### src/rtl/wdg_pkg.sv
package wdg_pkg;

    localparam int unsigned WDG_DW = 32;
    localparam int unsigned WDG_KEY_W = 16;
    localparam logic [WDG_KEY_W-1:0] WDG_RESTART_KEY = 16'h4755;

    localparam logic [2:0] WOFS_COUNT   = 3'd0;
    localparam logic [2:0] WOFS_RELOAD  = 3'd1;
    localparam logic [2:0] WOFS_RESTART = 3'd2;
    localparam logic [2:0] WOFS_CTRL    = 3'd3;
    localparam logic [2:0] WOFS_STATUS  = 3'd4;
    localparam logic [2:0] WOFS_CLEAR   = 3'd5;
    localparam logic [2:0] WOFS_SPARE   = 3'd6;

    typedef struct packed {
        logic [25:0] spare_bits;
        logic        full_chip;
        logic        slow_tick;
        logic        ext_en;
        logic        irq_en;
        logic        rst_en;
        logic        enable;
    } wdg_ctrl_t;

    typedef struct packed {
        logic rst;
        logic full_chip;
        logic ext;
    } wdg_fire_t;

    function automatic logic key_match(input logic [WDG_KEY_W-1:0] low_half);
        return low_half == WDG_RESTART_KEY;
    endfunction

endpackage

### src/rtl/wdg_regs.sv
module wdg_regs
    import wdg_pkg::*;
#(
    parameter int unsigned ADDR_W     = 3,
    parameter logic [31:0] RESET_LOAD = 32'h03EF1480
) (
    input  logic              clk_i,
    input  logic              rst_i,
    input  logic              wr_i,
    input  logic              rd_i,
    input  logic [ADDR_W-1:0] addr_i,
    input  logic [WDG_DW-1:0] wdata_i,
    input  logic [WDG_DW-1:0] count_i,
    input  logic              status_i,
    output logic [WDG_DW-1:0] rdata_o,
    output logic [WDG_DW-1:0] reload_o,
    output wdg_ctrl_t         ctrl_o,
    output logic              load_o,
    output logic              clear_o
);
    logic [WDG_DW-1:0] reload_q;
    logic [WDG_DW-1:0] spare_q;
    wdg_ctrl_t         ctrl_q;
    logic [2:0]        word;
    logic              ctrl_take;
    logic              restart_hit;

    assign word        = 3'(addr_i);
    assign ctrl_take   = wr_i && (word == WOFS_CTRL) && (wdata_i[0] != ctrl_q.enable);
    assign restart_hit = wr_i && (word == WOFS_RESTART) && key_match(wdata_i[WDG_KEY_W-1:0]);
    assign load_o      = restart_hit || (ctrl_take && wdata_i[0]);
    assign clear_o     = wr_i && (word == WOFS_CLEAR);

    always_ff @(posedge clk_i) begin
        if (rst_i) begin
            reload_q <= RESET_LOAD;
            spare_q  <= '0;
            ctrl_q   <= '0;
        end else begin
            if (wr_i && word == WOFS_RELOAD) reload_q <= wdata_i;
            if (wr_i && word == WOFS_SPARE)  spare_q  <= wdata_i;
            if (ctrl_take)                   ctrl_q   <= wdg_ctrl_t'(wdata_i);
        end
    end

    always_comb begin
        rdata_o = '0;
        if (rd_i) begin
            case (word)
                WOFS_COUNT:  rdata_o = count_i;
                WOFS_RELOAD: rdata_o = reload_q;
                WOFS_CTRL:   rdata_o = ctrl_q;
                WOFS_STATUS: rdata_o = {{(WDG_DW-1){1'b0}}, status_i};
                WOFS_SPARE:  rdata_o = spare_q;
                default:     rdata_o = '0;
            endcase
        end
    end

    assign reload_o = reload_q;
    assign ctrl_o   = ctrl_q;
endmodule

### src/rtl/wdg_prescale.sv
module wdg_prescale #(
    parameter int unsigned DIV = 24
) (
    input  logic clk_i,
    input  logic rst_i,
    input  logic enable_i,
    input  logic slow_i,
    input  logic sync_clr_i,
    output logic tick_o
);
    localparam int unsigned CW = (DIV > 2) ? $clog2(DIV) : 1;
    localparam logic [CW-1:0] LAST = CW'(DIV - 1);

    logic [CW-1:0] phase_q;
    logic          wrap;

    assign wrap = (phase_q == LAST);

    always_ff @(posedge clk_i) begin
        if (rst_i || sync_clr_i || !enable_i) phase_q <= '0;
        else if (wrap)                        phase_q <= '0;
        else                                  phase_q <= phase_q + 1'b1;
    end

    assign tick_o = enable_i && (slow_i ? wrap : 1'b1);
endmodule

### src/rtl/wdg_counter.sv
module wdg_counter
    import wdg_pkg::*;
#(
    parameter logic [31:0] RESET_LOAD = 32'h03EF1480
) (
    input  logic              clk_i,
    input  logic              rst_i,
    input  logic              load_i,
    input  logic [WDG_DW-1:0] reload_i,
    input  logic              tick_i,
    output logic [WDG_DW-1:0] count_o,
    output logic              expire_o
);
    logic [WDG_DW-1:0] count_q;

    assign expire_o = tick_i && !load_i && (count_q == '0);

    always_ff @(posedge clk_i) begin
        if (rst_i)         count_q <= RESET_LOAD;
        else if (load_i)   count_q <= reload_i;
        else if (expire_o) count_q <= reload_i;
        else if (tick_i)   count_q <= count_q - 1'b1;
    end

    assign count_o = count_q;
endmodule

### src/rtl/wdg_alarm.sv
module wdg_alarm
    import wdg_pkg::*;
(
    input  logic      clk_i,
    input  logic      rst_i,
    input  logic      expire_i,
    input  logic      clear_i,
    input  wdg_ctrl_t ctrl_i,
    output logic      status_o,
    output logic      irq_o,
    output wdg_fire_t fire_o
);
    logic      status_q;
    logic      irq_q;
    wdg_fire_t fire_q;

    always_ff @(posedge clk_i) begin
        if (rst_i) begin
            status_q <= 1'b0;
            irq_q    <= 1'b0;
            fire_q   <= '0;
        end else begin
            if (clear_i)                    status_q <= 1'b0;
            if (expire_i)                   status_q <= 1'b1;
            if (clear_i)                    irq_q    <= 1'b0;
            if (expire_i && ctrl_i.irq_en)  irq_q    <= 1'b1;
            fire_q.rst       <= expire_i && ctrl_i.rst_en;
            fire_q.full_chip <= expire_i && ctrl_i.rst_en && ctrl_i.full_chip;
            fire_q.ext       <= expire_i && ctrl_i.ext_en;
        end
    end

    assign status_o = status_q;
    assign irq_o    = irq_q;
    assign fire_o   = fire_q;
endmodule

### src/rtl/wdg_top.sv
module wdg_top
    import wdg_pkg::*;
#(
    parameter int unsigned ADDR_W       = 3,
    parameter int unsigned PRESCALE_DIV = 24,
    parameter logic [31:0] RESET_LOAD   = 32'h03EF1480
) (
    input  logic              clk_i,
    input  logic              rst_i,
    input  logic              bus_wr_i,
    input  logic              bus_rd_i,
    input  logic [ADDR_W-1:0] bus_addr_i,
    input  logic [31:0]       bus_wdata_i,
    output logic [31:0]       bus_rdata_o,
    output logic              wdg_rst_o,
    output logic              wdg_full_chip_o,
    output logic              wdg_ext_o,
    output logic              wdg_irq_o
);
    logic [WDG_DW-1:0] count_q;
    logic [WDG_DW-1:0] reload_q;
    wdg_ctrl_t         ctrl_q;
    logic              status_q;
    logic              load_req;
    logic              clear_req;
    logic              tick;
    logic              expire;
    wdg_fire_t         fire;

    wdg_regs #(.ADDR_W(ADDR_W), .RESET_LOAD(RESET_LOAD)) u_regs (
        .clk_i(clk_i), .rst_i(rst_i),
        .wr_i(bus_wr_i), .rd_i(bus_rd_i), .addr_i(bus_addr_i), .wdata_i(bus_wdata_i),
        .count_i(count_q), .status_i(status_q),
        .rdata_o(bus_rdata_o), .reload_o(reload_q), .ctrl_o(ctrl_q),
        .load_o(load_req), .clear_o(clear_req)
    );

    wdg_prescale #(.DIV(PRESCALE_DIV)) u_pre (
        .clk_i(clk_i), .rst_i(rst_i),
        .enable_i(ctrl_q.enable), .slow_i(ctrl_q.slow_tick),
        .sync_clr_i(load_req), .tick_o(tick)
    );

    wdg_counter #(.RESET_LOAD(RESET_LOAD)) u_cnt (
        .clk_i(clk_i), .rst_i(rst_i),
        .load_i(load_req), .reload_i(reload_q), .tick_i(tick),
        .count_o(count_q), .expire_o(expire)
    );

    wdg_alarm u_alarm (
        .clk_i(clk_i), .rst_i(rst_i),
        .expire_i(expire), .clear_i(clear_req), .ctrl_i(ctrl_q),
        .status_o(status_q), .irq_o(wdg_irq_o), .fire_o(fire)
    );

    assign wdg_rst_o       = fire.rst;
    assign wdg_full_chip_o = fire.full_chip;
    assign wdg_ext_o       = fire.ext;
endmodule

### config.mk
export PLATFORM = sky130hd
export DESIGN_NAME = wdg_top
export DESIGN_NICKNAME = d
export VERILOG_FILES = /design/src/rtl/wdg_pkg.sv /design/src/rtl/wdg_regs.sv /design/src/rtl/wdg_prescale.sv /design/src/rtl/wdg_counter.sv /design/src/rtl/wdg_alarm.sv /design/src/rtl/wdg_top.sv
export SDC_FILE = /design/constraint.sdc
export NUM_CORES = 1
export LEC_CHECK = 0
export ABC_AREA = 0
export BUFFER_PORTS_ARGS = -buffer_cell sky130_fd_sc_hd__buf_2
export CAP_MARGIN = 20
export CORE_ASPECT_RATIO = 1.1
export CORE_MARGIN = 3
export CORE_UTILIZATION = 30
export CTS_BUF_LIST = sky130_fd_sc_hd__clkbuf_4 sky130_fd_sc_hd__clkbuf_8
export DETAILED_ROUTE_END_ITERATION = 6
export PLACE_DENSITY = 0.57
export SLEW_MARGIN = 20
export SYNTH_ARGS = -nofsm -noshare
export SYNTH_HDL_FRONTEND = slang
export SYNTH_SLANG_ARGS = --single-unit
### constraint.sdc
create_clock -name clk_i -period 3 [get_ports clk_i]
set_input_delay 0.6 -clock clk_i [delete_from_list [all_inputs] [get_ports clk_i]]
set_output_delay 0.6 -clock clk_i [all_outputs]
set_load 0.005 [all_outputs]
# [Yosys cells after proc, flatten, opt, wreduce, memory -nomap -nowiden]
# Cells that the tools add are included.
[totals] register_bits=138 input_bits=39 output_inout_bits=36
[op_classes] n_addsub=2 eq_ne=9 mux=9 n_reduce_logical=26
[op_table] cell="$pmux W32 S5" n=1
[op_table] cell="$mux W32" n=4
[op_table] cell="$logic_not A32 Y1" n=1
[op_table] cell="$sub A32 B1 Y32 const B" n=1
[op_table] cell="$eq A16 B15 Y1 const B" n=1
[op_table] cell="$logic_and A1 B1 Y1" n=15
[op_table] cell="$eq A3 B3 Y1 const B" n=3
[op_table] cell="$eq A3 B2 Y1 const B" n=2
[op_table] cell="$add A5 B1 Y5 const B" n=1
[op_table] cell="$eq A5 B5 Y1 const B" n=1
[op_table] cell="$mux W1" n=4
[op_table] cell="$reduce_bool A2 Y1" n=2
[op_table] cell="$eq A3 B1 Y1 const B" n=1
[op_table] cell="$logic_not A3 Y1" n=1
[op_table] cell="$logic_or A1 B1 Y1" n=3
[op_table] cell="$reduce_bool A3 Y1" n=1
[op_table] cell="$logic_not A1 Y1" n=2
[op_table] cell="$reduce_or A2 Y1" n=1
[op_table] cell="$ne A1 B1 Y1" n=1

# [Depth between registers and ports, before layout]
# Gate-level depths: netlist of the first run.
[logic_depth] word_depth=10 ltp_mapped=9 mapped_depth_nobuf=8

# [By module]
# Synthesis of the first run repeated with hierarchy kept, for this count alone.
[hier_totals] hier_cells=944 area_unflattened_um2=7541.0
[by_module_without_submodules] mod="wdg_regs" instances=1 cells_each=638 area_per_inst_um2=5041.1 seq_area_each_um2=1921.8
[by_module_without_submodules] mod="wdg_counter" instances=1 cells_each=266 area_per_inst_um2=2124.5 seq_area_each_um2=640.6
[by_module_without_submodules] mod="wdg_prescale" instances=1 cells_each=24 area_per_inst_um2=215.2 seq_area_each_um2=100.1
[by_module_without_submodules] mod="wdg_alarm" instances=1 cells_each=16 area_per_inst_um2=160.2 seq_area_each_um2=100.1

# [Least setup slack after synthesis of the first run]
# OpenSTA, ideal clock, no wires.
[synth_path] path_type="register -> register" start="reg u_cnt.count_q[0], in the netlist u_cnt.count_o[0]" end="reg u_cnt.count_q[22], in the netlist u_cnt.count_o[22]" arrival_ps=2333 slack_ps=543 path_stages_with_launch=9 path_buffers=0 cell_sequence="dfxtp_1 inv_1 ha_1 nor4b_1 nand2_1 or4_4 o21ai_4 nor3b_1 a2111o_1"
[synth_between] elab_chain_len=4 elab_cells_between_ends=7 classes_between="add/sub: 1; mux: 3; reduce/logical: 3"
[synth_lines] element="start: declaration" line_no="wdg_counter.sv:14" rtl="logic [WDG_DW-1:0] count_q;"
[synth_lines] element="start signal: assignment" line_no="wdg_counter.sv:20" rtl="else if (load_i) count_q <= reload_i;"
[synth_lines] element="start signal: assignment" line_no="wdg_counter.sv:21" rtl="else if (expire_o) count_q <= reload_i;"
[synth_lines] element="start signal: assignment" line_no="wdg_counter.sv:22" rtl="else if (tick_i) count_q <= count_q - 1'b1;"
[synth_lines] element="$sub A32 B1 Y32 / $logic_not A32 Y1 (equally long branches)" line_no="wdg_counter.sv:22, wdg_counter.sv:16"
[synth_lines] element="$mux W32 / $logic_and A1 B1 Y1 (equally long branches)" line_no="wdg_counter.sv:22, wdg_counter.sv:16"
[synth_lines] element="$mux W32" line_no="wdg_counter.sv:21"
[synth_lines] element="$mux W32" line_no="wdg_counter.sv:20"
# Parallel ways exist; a longest one is shown, timed or not. The select of a mux whose other input is x is not followed.
# A chain may end at the register's enable or synchronous reset.

# [Final worst setup path of the first run]
[layout_path] start="reg u_cnt.count_q[1], in the netlist u_cnt.count_o[1]" end="reg u_cnt.count_q[22], in the netlist u_cnt.count_o[22]"
# Same word-level chain as after synthesis.

==> impl_metrics.py, run 1 <==
metrics = {
    "sta": {
        "tightest_slew_ns": 0.820,
        "fmax_ghz": 0.370,
        "finalSetupTns_ns": 0,
        "clock_skew_ns": 0.0105,
        "hold_viol_final": 0,
        "drv_slew": 0,
        "setup_violations": 0,
        "rsz0062_at_grt": "no",
        "slew_headroom": 0.451,
        "fin_crit_sh": 0.901,
        "period_minus_slack_ns": 2.70,
    },
    "yosys": {
        "yosys_warnings": 0,
        "synth_edf_count": 0,
        "yosys-top-cells-area": "dfxtp_1, nand2_1, a21oi_1",
        "synth_cell_types": 58,
        "syn_avg_cell_area_um2": 7.65,
        "synth-seq-area-share": 0.415,
        "synth_top_area_cell": "dfxtp_1",
        "synthCells": 870,
        "synth_top_area_frac": 0.415,
        "async_flop_share": 0,
        "synthesis.area_um2": 6650,
        "synth-seq-cells": 138,
        "synthFlopType": "dfxtp_1",
        "synth.net_count": 911,
    },
    "floorplan": {
        "core-area_um2": 21600,
        "initial_core_util": 0.308,
        "die_area_um2": 24000,
        "die_w_um": 148,
        "num_rows": 56,
        "die_y_um": 162,
        "io_pins": 75,
    },
    "worst_hold_path": {
        "hold_class": "input port to flop",
    },
    "drt": {
        "avgRoutedWirePerCell_um": 17.0,
        "routed_wl_um": 21200,
        "drt-pass1-iter-count": 5,
        "drc": 0,
        "drt_first_iter_violations": 608,
        "route.vias.total": 6589,
        "antenna_left": 0,
        "vias_per_cell": 5.30,
    },
    "cells_and_area": {
        "final_nets": 981,
        "final_util": 0.368,
        "area_delta_synth_final_pct": 19.4,
        "mostFrequentLayoutCells": "nand2_1, dfxtp_1, a21oi_1",
        "drive_above_1_share": 0.174,
        "layout.cells.non_filler": 1243,
        "insertedDiodeCount": 0,
        "design_area_um2": 7940,
        "layout_commonest_cell": "nand2_1",
    },
    "grt": {
        "grt_start_max_net_pins": 55,
        "overflow": 0,
        "antenna_found_initial": 1,
        "grt_pass1_vias": 6280,
        "grt_pass1_wl_um": 34200,
        "grt_usage": 0.177,
    },
    "critical_path": {
        "setup.worst_path.class": "flop to flop",
        "arrival_ns": 3.05,
        "required_ns": 3.34,
        "cp_max_fo": 20,
        "end_kind": "flop",
        "start_kind": "flop",
    },
    "pwr": {
        "swShare": 0.248,
        "power-per-cell-area_nw_per_um2": 498,
        "power.leakage_nw": 2.86,
        "p_clk_frac": 0.439,
        "p_int_mw": 2.97,
        "pwr-share-comb": 0.082,
        "pwr-share-seq": 0.479,
        "vdd_ir_drop_max_mv": 0.180,
        "power_mw": 3.95,
        "p_switching_uw": 981,
    },
    "clocking": {
        "clk_pin_slew_worst_paths_ns": 0.08,
        "hold_buffers": 0,
        "cts_buffers": 17,
        "cts_resized": 0,
        "cts-root-buf": "clkbuf_8",
        "cts_tree": "built",
        "htree_levels": 4,
        "cts_setup_buffers": 0,
        "clk_latency_ns": 0.45,
        "cts.sinks": 138,
        "clock_path_buffers": 2,
    },
    "place": {
        "hpwl_um": 14900,
        "dp_cells": 1211,
        "place_congestion": 0.868,
        "port_buffers": 74,
        "placed_cell_area_um2": 7490,
    },
    "run_status": {
        "status": "finished clean",
    },
    "job": {
        "max_cap_viol_count": 0,
    },
}
cells in the mapped netlist, drive strengths merged (5+ instances only):
cell type,count
a21oi,132
a22oi,68
and2,7
buf,5
clkbuf,64
dfxtp,138
inv,10
mux2i,20
nand2,216
nand3,17
nand3b,17
nand4,9
nor2,38
nor2b,5
nor3,12
nor3b,5
nor4,16
o211ai,5
o21ai,23
power groups by stage:
stage	registers, mW	logic (mW)	clock network (mW)
after global routing	1.90	0.361	1.85
after detailed placement	1.94	0.322	0
after CTS	1.89	0.323	1.77
final	1.90	0.323	1.74
after global placement	1.94	0.319	0
after floorplan	1.92	0.194	0
worst max-delay path: stages (launching register included):
cell	delay (ns)
dfxtp_1	0.42
inv_1	0.08
ha_1	0.21
nor4b_1	0.16
nand2_1	0.25
nor4_4	0.10
a21oi_4	0.59
buf_4	0.33
o2bb2ai_1	0.08
a2111o_1	0.37
layout make-up:
class                      instances  area (um^2)
clock buffer                      22          290
clock inverter                    10          163
fill                            2317        13600
inverter                          10         37.5
multi-input combinational        653         3590
sequential                       138         2760
tap                              290          363
timing repair buffer             120          731
final timing paths:
kind                            cells after the start              from                  end  slack (ns)
worst min register to register                      1  u_pre.phase_q[0]     u_pre.phase_q[0]        0.45
worst min-delay path                                3   bus_wdata_i[18]  u_regs.reload_o[18]        0.38
worst max register to register                      9  u_cnt.count_o[1]    u_cnt.count_o[22]        0.30
worst max-delay path                                9  u_cnt.count_o[1]    u_cnt.count_o[22]        0.30
sequential cells by signal (all words and copies together), names as in the netlist:
register / count
u_regs.spare_q: 32
u_cnt.count_o: 32
u_regs.reload_o: 32
u_alarm.status_o: 1
u_alarm.fire_o: 3
u_regs.ctrl_o: 32
u_alarm.irq_o: 1
u_pre.phase_q: 5
stage by stage:
stage / hold WS [ns] / setup WS, ns
6_report: 0.384 / 0.296
5_1_grt: 0.379 / 0.0928
4_1_cts: 0.354 / 0.306
3_5_place_dp: 0.438 / 0.0575
3_3_place_gp: 0.430 / 0.103
2_1_floorplan: 0.418 / 0.543
kinds of logic (layout without fill, tap and decap cells):
kind of cell / after synthesis / after routing / synth area share
adder cells (fa/ha/maj): 2 / 2 / 0.00376
AO/OA/AOI/OAI: 256 / 256 / 0.236
XOR/XNOR: 4 / 4 / 0.00527
multiplexers: 24 / 24 / 0.0369
buffers and inverters: 79 / 162 / 0.0465
flip-flops: 138 / 138 / 0.415
AND/OR/NAND/NOR: 367 / 367 / 0.256
layer usage:
| layer | vias to the layer above | wire length, um | share of wire | track usage |
|---|---|---|---|---|
| met5 | - | 13 | 0.00061 | 0 |
| met4 | 2 | 303 | 0.014 | 0.0634 |
| met3 | 25 | 1240 | 0.059 | 0.0424 |
| met2 | 206 | 10100 | 0.48 | 0.289 |
| met1 | 3122 | 9480 | 0.45 | 0.229 |
| li1 | 3234 | - | - | - |
(Power assumes the default switching activity.)
==> inputs of run 2 (changes only) <==
Settings changed: ABC_AREA 0 to 1.
==> run 2 against run 1 <==
Net effect:
- flip-flop and latch count is the same
- synthesized cell count grew 17%
- die area grew 3.6%
- clock skew is essentially flat
- final cell count grew 11%
- critical path type is now input port to primary output
- critical endpoint is now bus_rdata_o[4]
- largest cell class unchanged
- largest power group unchanged
==> impl_metrics.py, run 2 <==
metrics = {
    "sta": {
        "finalSetupTns_ns": 0,
        "setup_violations": 0,
        "period_minus_slack_ns": 2.52,
        "tightest_slew_ns": 0.690,
        "fmax_ghz": 0.397,
        "fin_crit_sh": 0.840,
        "fin_ws_ns": 0.479,
        "slew_headroom": 0.540,
        "clock_skew_ns": 0.0110,
        "drv_slew": 0,
        "hold_viol_final": 0,
        "rsz0062_at_grt": "no",
    },
    "pwr": {
        "power.leakage_nw": 3.31,
        "vdd_ir_drop_max_mv": 0.268,
        "power-per-cell-area_nw_per_um2": 471,
        "p_clk_frac": 0.392,
        "p_int_mw": 2.75,
        "pwr-share-comb": 0.100,
        "p_switching_mw": 1.02,
        "pwr-share-seq": 0.509,
        "swShare": 0.272,
    },
    "clocking": {
        "cts_resized": 0,
        "hold_buffers": 0,
        "htree_levels": 4,
        "cts-root-buf": "clkbuf_8",
        "cts_setup_buffers": 0,
        "clock_path_buffers": 2,
        "cts_buffers": 17,
        "cts.sinks": 138,
        "clk_pin_slew_worst_paths_ns": 0.08,
        "clk_latency_ns": 0.46,
        "cts_tree": "built",
    },
    "job": {
        "max_cap_viol_count": 0,
    },
    "drt": {
        "drt-pass1-iter-count": 7,
        "routed_wl_um": 21100,
        "drt_first_iter_violations": 358,
        "route.vias.total": 6872,
        "antenna_left": 0,
        "drc": 0,
        "avgRoutedWirePerCell_um": 15.3,
        "vias_per_cell": 4.99,
    },
    "critical_path": {
        "arrival_ns": 1.92,
        "required_ns": 2.40,
        "setup.worst_path.class": "input port to primary output",
        "cp_max_fo": 18,
        "slowest_delay_ns": 0.45,
        "end_kind": "primary output",
        "cp_slowest_cell": "a221oi_1",
        "path_cells": "buf_2 -> inv_1 -> nor2_1 -> nand2_1 -> inv_1 -> buf_4 -> a221oi_1 -> nor2_1 -> buf_2",
        "start_kind": "input port",
    },
    "yosys": {
        "synth-seq-area-share": 0.400,
        "yosys-top-cells-area": "dfxtp_1, nor2_1, nand2_1",
        "synthTopCellsByCount": "nor2_1, nand2_1, dfxtp_1",
        "synth-seq-cells": 138,
        "synthCells": 1014,
        "synth_top_area_cell": "dfxtp_1",
        "synth.net_count": 1055,
        "synth_edf_count": 0,
        "synthFlopType": "dfxtp_1",
        "synthMostInstantiatedCell": "nor2_1",
        "async_flop_share": 0,
        "synthesis.area_um2": 6900,
        "synth_top_area_frac": 0.400,
        "synth_cell_types": 33,
        "syn_avg_cell_area_um2": 6.81,
        "yosys_warnings": 0,
    },
    "place": {
        "hpwl_um": 14800,
        "dp_worst_setup_slack_ns": 0.489,
        "port_buffers": 74,
        "dp_cells": 1344,
        "place_congestion": 0.830,
    },
    "grt": {
        "grt_pass1_vias": 6492,
        "grt_pass1_wl_um": 34200,
        "grt_usage": 0.173,
        "grt_start_max_net_pins": 59,
        "antenna_found_initial": 1,
        "overflow": 0,
    },
    "cells_and_area": {
        "drive_above_1_share": 0.142,
        "layout_commonest_cell": "nor2_1",
        "area_delta_synth_final_pct": 16.0,
        "n_fill_cell": 2393,
        "regArea_um2": 2760,
        "multi_input_area_um2": 3410,
        "insertedDiodeCount": 0,
        "layout.cells.non_filler": 1376,
        "mostFrequentLayoutCells": "nor2_1, nand2_1, dfxtp_1",
        "final_nets": 1109,
    },
    "floorplan": {
        "num_rows": 57,
        "io_pins": 75,
        "die_y_um": 165,
        "die_area_um2": 24900,
        "die_w_um": 151,
        "initial_core_util": 0.309,
        "core-area_um2": 22300,
    },
    "run_status": {
        "status": "finished clean",
    },
    "worst_hold_path": {
        "hold_class": "input port to flop",
    },
}
## run 2: changes by cell type after synthesis, moves of 17 or more
cell	change
nor2_1	+124
inv_1	+113
o21ai_0	+77
a22oi_1	-68
nand2_1	-65
a21oi_1	-54
nand3_1	+46
o22ai_1	+29
a221oi_1	+28
clkbuf_1	-24
mux2i_1	-20
nand3b_1	-17
xor2_1	+17
## run 2: area by class of cell
| class | instances | share of cell area |
|---|---|---|
| multi-input cells | 689 | 0.425 |
| flip-flops and latches | 138 | 0.345 |
| repair buffers | 94 | 0.0759 |
| inverters | 128 | 0.0600 |
| well taps | 295 | 0.0461 |
| clock buffers | 21 | 0.0361 |
| clock inverters | 11 | 0.0119 |
## run 2: worst paths after layout
kind / start / end / slack (ns) / depth (start not counted)
worst max-delay path: bus_addr_i[1] / bus_rdata_o[4] / 0.48 / 9
worst min-delay path: bus_wdata_i[19] / u_regs.reload_o[19] / 0.39 / 3
worst max register to register: u_cnt.count_o[0] / u_cnt.count_o[6] / 0.92 / 12
worst min register to register: u_pre.phase_q[0] / u_pre.phase_q[0] / 0.45 / 1
## run 2: metrics by stage
step	hold WS [ns]	utilization	power, mW	instance area, um^2
floorplan	0.418	-	2.18	6900
finish	0.386	0.359	3.77	8010
global route	0.371	0.359	3.94	8010
CTS	0.357	0.359	3.81	8010
detailed placement	0.439	0.342	2.33	7630
global placement	0.435	0.342	2.33	7630
## run 2: logic make-up (layout without fill, tap and decap cells)
group	Yosys count	count (layout)	synth area share
AOI/OAI and AO/OA	262	262	0.217
xor gates and xnor gates	20	20	0.0254
adders and majority gates	2	2	0.00362
buffers and inverters	187	254	0.108
DFF	138	138	0.400
and+or+nand+nor	405	405	0.245
## run 2: power groups by stage
stage / clock, mW / combinational [mW] / sequential, mW
after floorplan: 0 / 0.234 / 1.95
after global placement: 0 / 0.371 / 1.96
after detailed placement: 0 / 0.375 / 1.96
after CTS: 1.52 / 0.377 / 1.92
after global routing: 1.59 / 0.421 / 1.92
final: 1.48 / 0.376 / 1.92
## run 2: critical path: cells and delay by family
| kind | cells | cell delay [ns] |
|---|---|---|
| simple gates | 3 | 0.25 |
| compound gates | 1 | 0.45 |
| buf+inv | 5 | 0.64 |
## run 2: per-layer routing
metal  GRT usage  vias up  share of wire  routed length [um]
met5           0        -        0.00095                  20
met4      0.0758        2          0.034                 727
met3      0.0333       53          0.041                 854
met2       0.292      176           0.48               10200
met1       0.215     3197           0.44                9310
li1            -     3444              -                   -
==> inputs of run 3 (changes only) <==
Settings changed: PLACE_DENSITY 0.57 to 0.59.
Clock period 3 ns to 2.09 ns, I/O delays scaled along.
==> run 3 against run 2 <==
Net effect:
- design area grew 1.9%
- die area is the same
- combinational power grew 48%
- non-clock buffer count grew 10
- worst setup slack lost 0.44 ns
- utilization grew 0.67 points
- flip-flop and latch count is the same
- via count grew 0.57%
- final cell count grew 0.58%
- total power grew 49%
- sequential power grew 43%
- global-route usage grew 0.21 points
- largest cell class unchanged
==> impl_metrics.py, run 3 (synthesized netlist as in run 2, its figures left out) <==
metrics = {
    "cells_and_area": {
        "mostFrequentLayoutCells": "nor2_1, nand2_1, dfxtp_1",
        "final_nets": 1119,
        "multi_input_area_um2": 3430,
        "n_fill_cell": 2412,
        "drive_above_1_share": 0.152,
        "regArea_um2": 2760,
        "final_util": 0.366,
        "area_delta_synth_final_pct": 18.2,
        "layout_commonest_cell": "nor2_1",
        "insertedDiodeCount": 0,
    },
    "clocking": {
        "htree_levels": 4,
        "clk_latency_ns": 0.45,
        "cts.sinks": 138,
        "cts_setup_buffers": 0,
        "cts_buffers": 17,
        "cts_resized": 0,
        "cts-root-buf": "clkbuf_8",
        "cts_tree": "built",
        "clock_path_buffers": 2,
        "hold_buffers": 0,
        "clk_pin_slew_worst_paths_ns": 0.07,
    },
    "place": {
        "dp_worst_setup_slack_ns": 0.0595,
        "hpwl_um": 14700,
        "place_congestion": 0.857,
        "port_buffers": 74,
    },
    "critical_path": {
        "path_cells": "buf_2 -> inv_1 -> nor2_1 -> nand2_1 -> inv_1 -> buf_4 -> a221oi_1 -> nor2_1 -> buf_2",
        "slowest_delay_ns": 0.37,
        "cp_num_buf_inv": 5,
        "rr_worst_depth": 12,
        "crit_cells": 9,
        "arrival_ns": 1.63,
        "required_ns": 1.67,
        "cp_top_family": "buffers and inverters",
        "cp_max_fo": 12,
        "setup.worst_path.class": "input port to primary output",
        "regToRegSetupSlack_ns": 0.19,
        "end_kind": "primary output",
        "cp_slowest_cell": "a221oi_1",
        "start_kind": "input port",
        "crit_start": "bus_addr_i[1]",
        "r2r_start": "u_cnt.count_o[0]",
    },
    "sta": {
        "fin_crit_sh": 0.981,
        "drv_slew": 0,
        "tightest_slew_ns": 0.705,
        "period_minus_slack_ns": 2.05,
        "hold_slack_ns": 0.210,
        "setup_violations": 0,
        "fmax_ghz": 0.488,
        "rsz0062_at_grt": "yes",
        "fin_ws_ns": 0.0398,
        "hold_viol_final": 0,
        "slew_headroom": 0.530,
        "clock_skew_ns": 0.0119,
    },
    "grt": {
        "overflow": 0,
        "grt_pass1_vias": 6703,
        "antenna_found_initial": 0,
        "grt_pass1_wl_um": 34700,
        "grt_start_max_net_pins": 79,
        "grt_usage": 0.175,
    },
    "drt": {
        "antenna_left": 0,
        "route.vias.total": 6911,
        "drt-pass1-iter-count": 7,
        "drc": 0,
        "drt_first_iter_violations": 419,
        "avgRoutedWirePerCell_um": 15.2,
        "vias_per_cell": 4.99,
        "routed_wl_um": 21000,
    },
    "floorplan": {
        "num_rows": 57,
        "die_area_um2": 24900,
        "io_pins": 75,
        "core-area_um2": 22300,
        "initial_core_util": 0.309,
        "die_y_um": 165,
        "die_w_um": 151,
    },
    "pwr": {
        "vdd_ir_drop_max_mv": 0.432,
        "power_mw": 5.63,
        "power.leakage_nw": 3.38,
        "power-per-cell-area_nw_per_um2": 690,
    },
    "job": {
        "max_cap_viol_count": 0,
    },
    "run_status": {
        "status": "finished clean",
    },
    "worst_hold_path": {
        "hold_class": "input port to flop",
        "whs_path_depth": 3,
        "min_from": "bus_wdata_i[19]",
    },
}
-- run 3: cell count changes in the layout (fill, tap and decap cells not counted), sizes merged --
| cell | before | now |
|---|---|---|
| clkbuf | 21 | 20 |
| buf | 94 | 104 |
| inv | 127 | 128 |
| clkinv | 8 | 4 |
| bufinv | 1 | 3 |
-- run 3: final timing paths --
check	end
worst max-delay path	bus_rdata_o[24]
worst min-delay path	u_regs.reload_o[19]
worst max register to register	u_cnt.count_o[10]
worst min register to register	u_regs.ctrl_o[25]
-- run 3: tightest hold or removal path, delay by kind of cell --
family / cells / cell delay (ns)
buf+inv: 1 / 0.10
simple gates: 2 / 0.11
-- run 3: layer usage --
metal / wire length [um] / share of wire / GRT usage / up-vias
met1: 9090 / 0.43 / 0.216 / 3204
li1: - / - / - / 3461
met4: 650 / 0.031 / 0.0791 / 0
met5: 0 / 0 / 0 / -
met2: 10400 / 0.49 / 0.302 / 201
met3: 917 / 0.044 / 0.0257 / 45
-- run 3: report_power, final --
part | switching [mW] | internal [mW]
clock network | 1.07 | 1.25
logic | 0.357 | 0.199
registers | 0.0525 | 2.70
-- run 3: area by class of cell --
type | instances | area share
inverters | 128 | 0.0589
clock inverters | 10 | 0.0176
repair buffers | 104 | 0.0868
clock buffers | 20 | 0.0330
multi-input cells | 689 | 0.420
flip-flops and latches | 138 | 0.339
well taps | 295 | 0.0452
-- run 3: per-stage QoR --
step / cell area, um^2 / cells / setup TNS (ns)
after global routing: 8160 / 1384 / -0.148
after global placement: 7730 / 1354 / 0
after CTS: 8140 / 1384 / 0
final: 8160 / 1384 / 0
after detailed placement: 7730 / 1354 / 0
after floorplan: 6900 / 1014 / 0
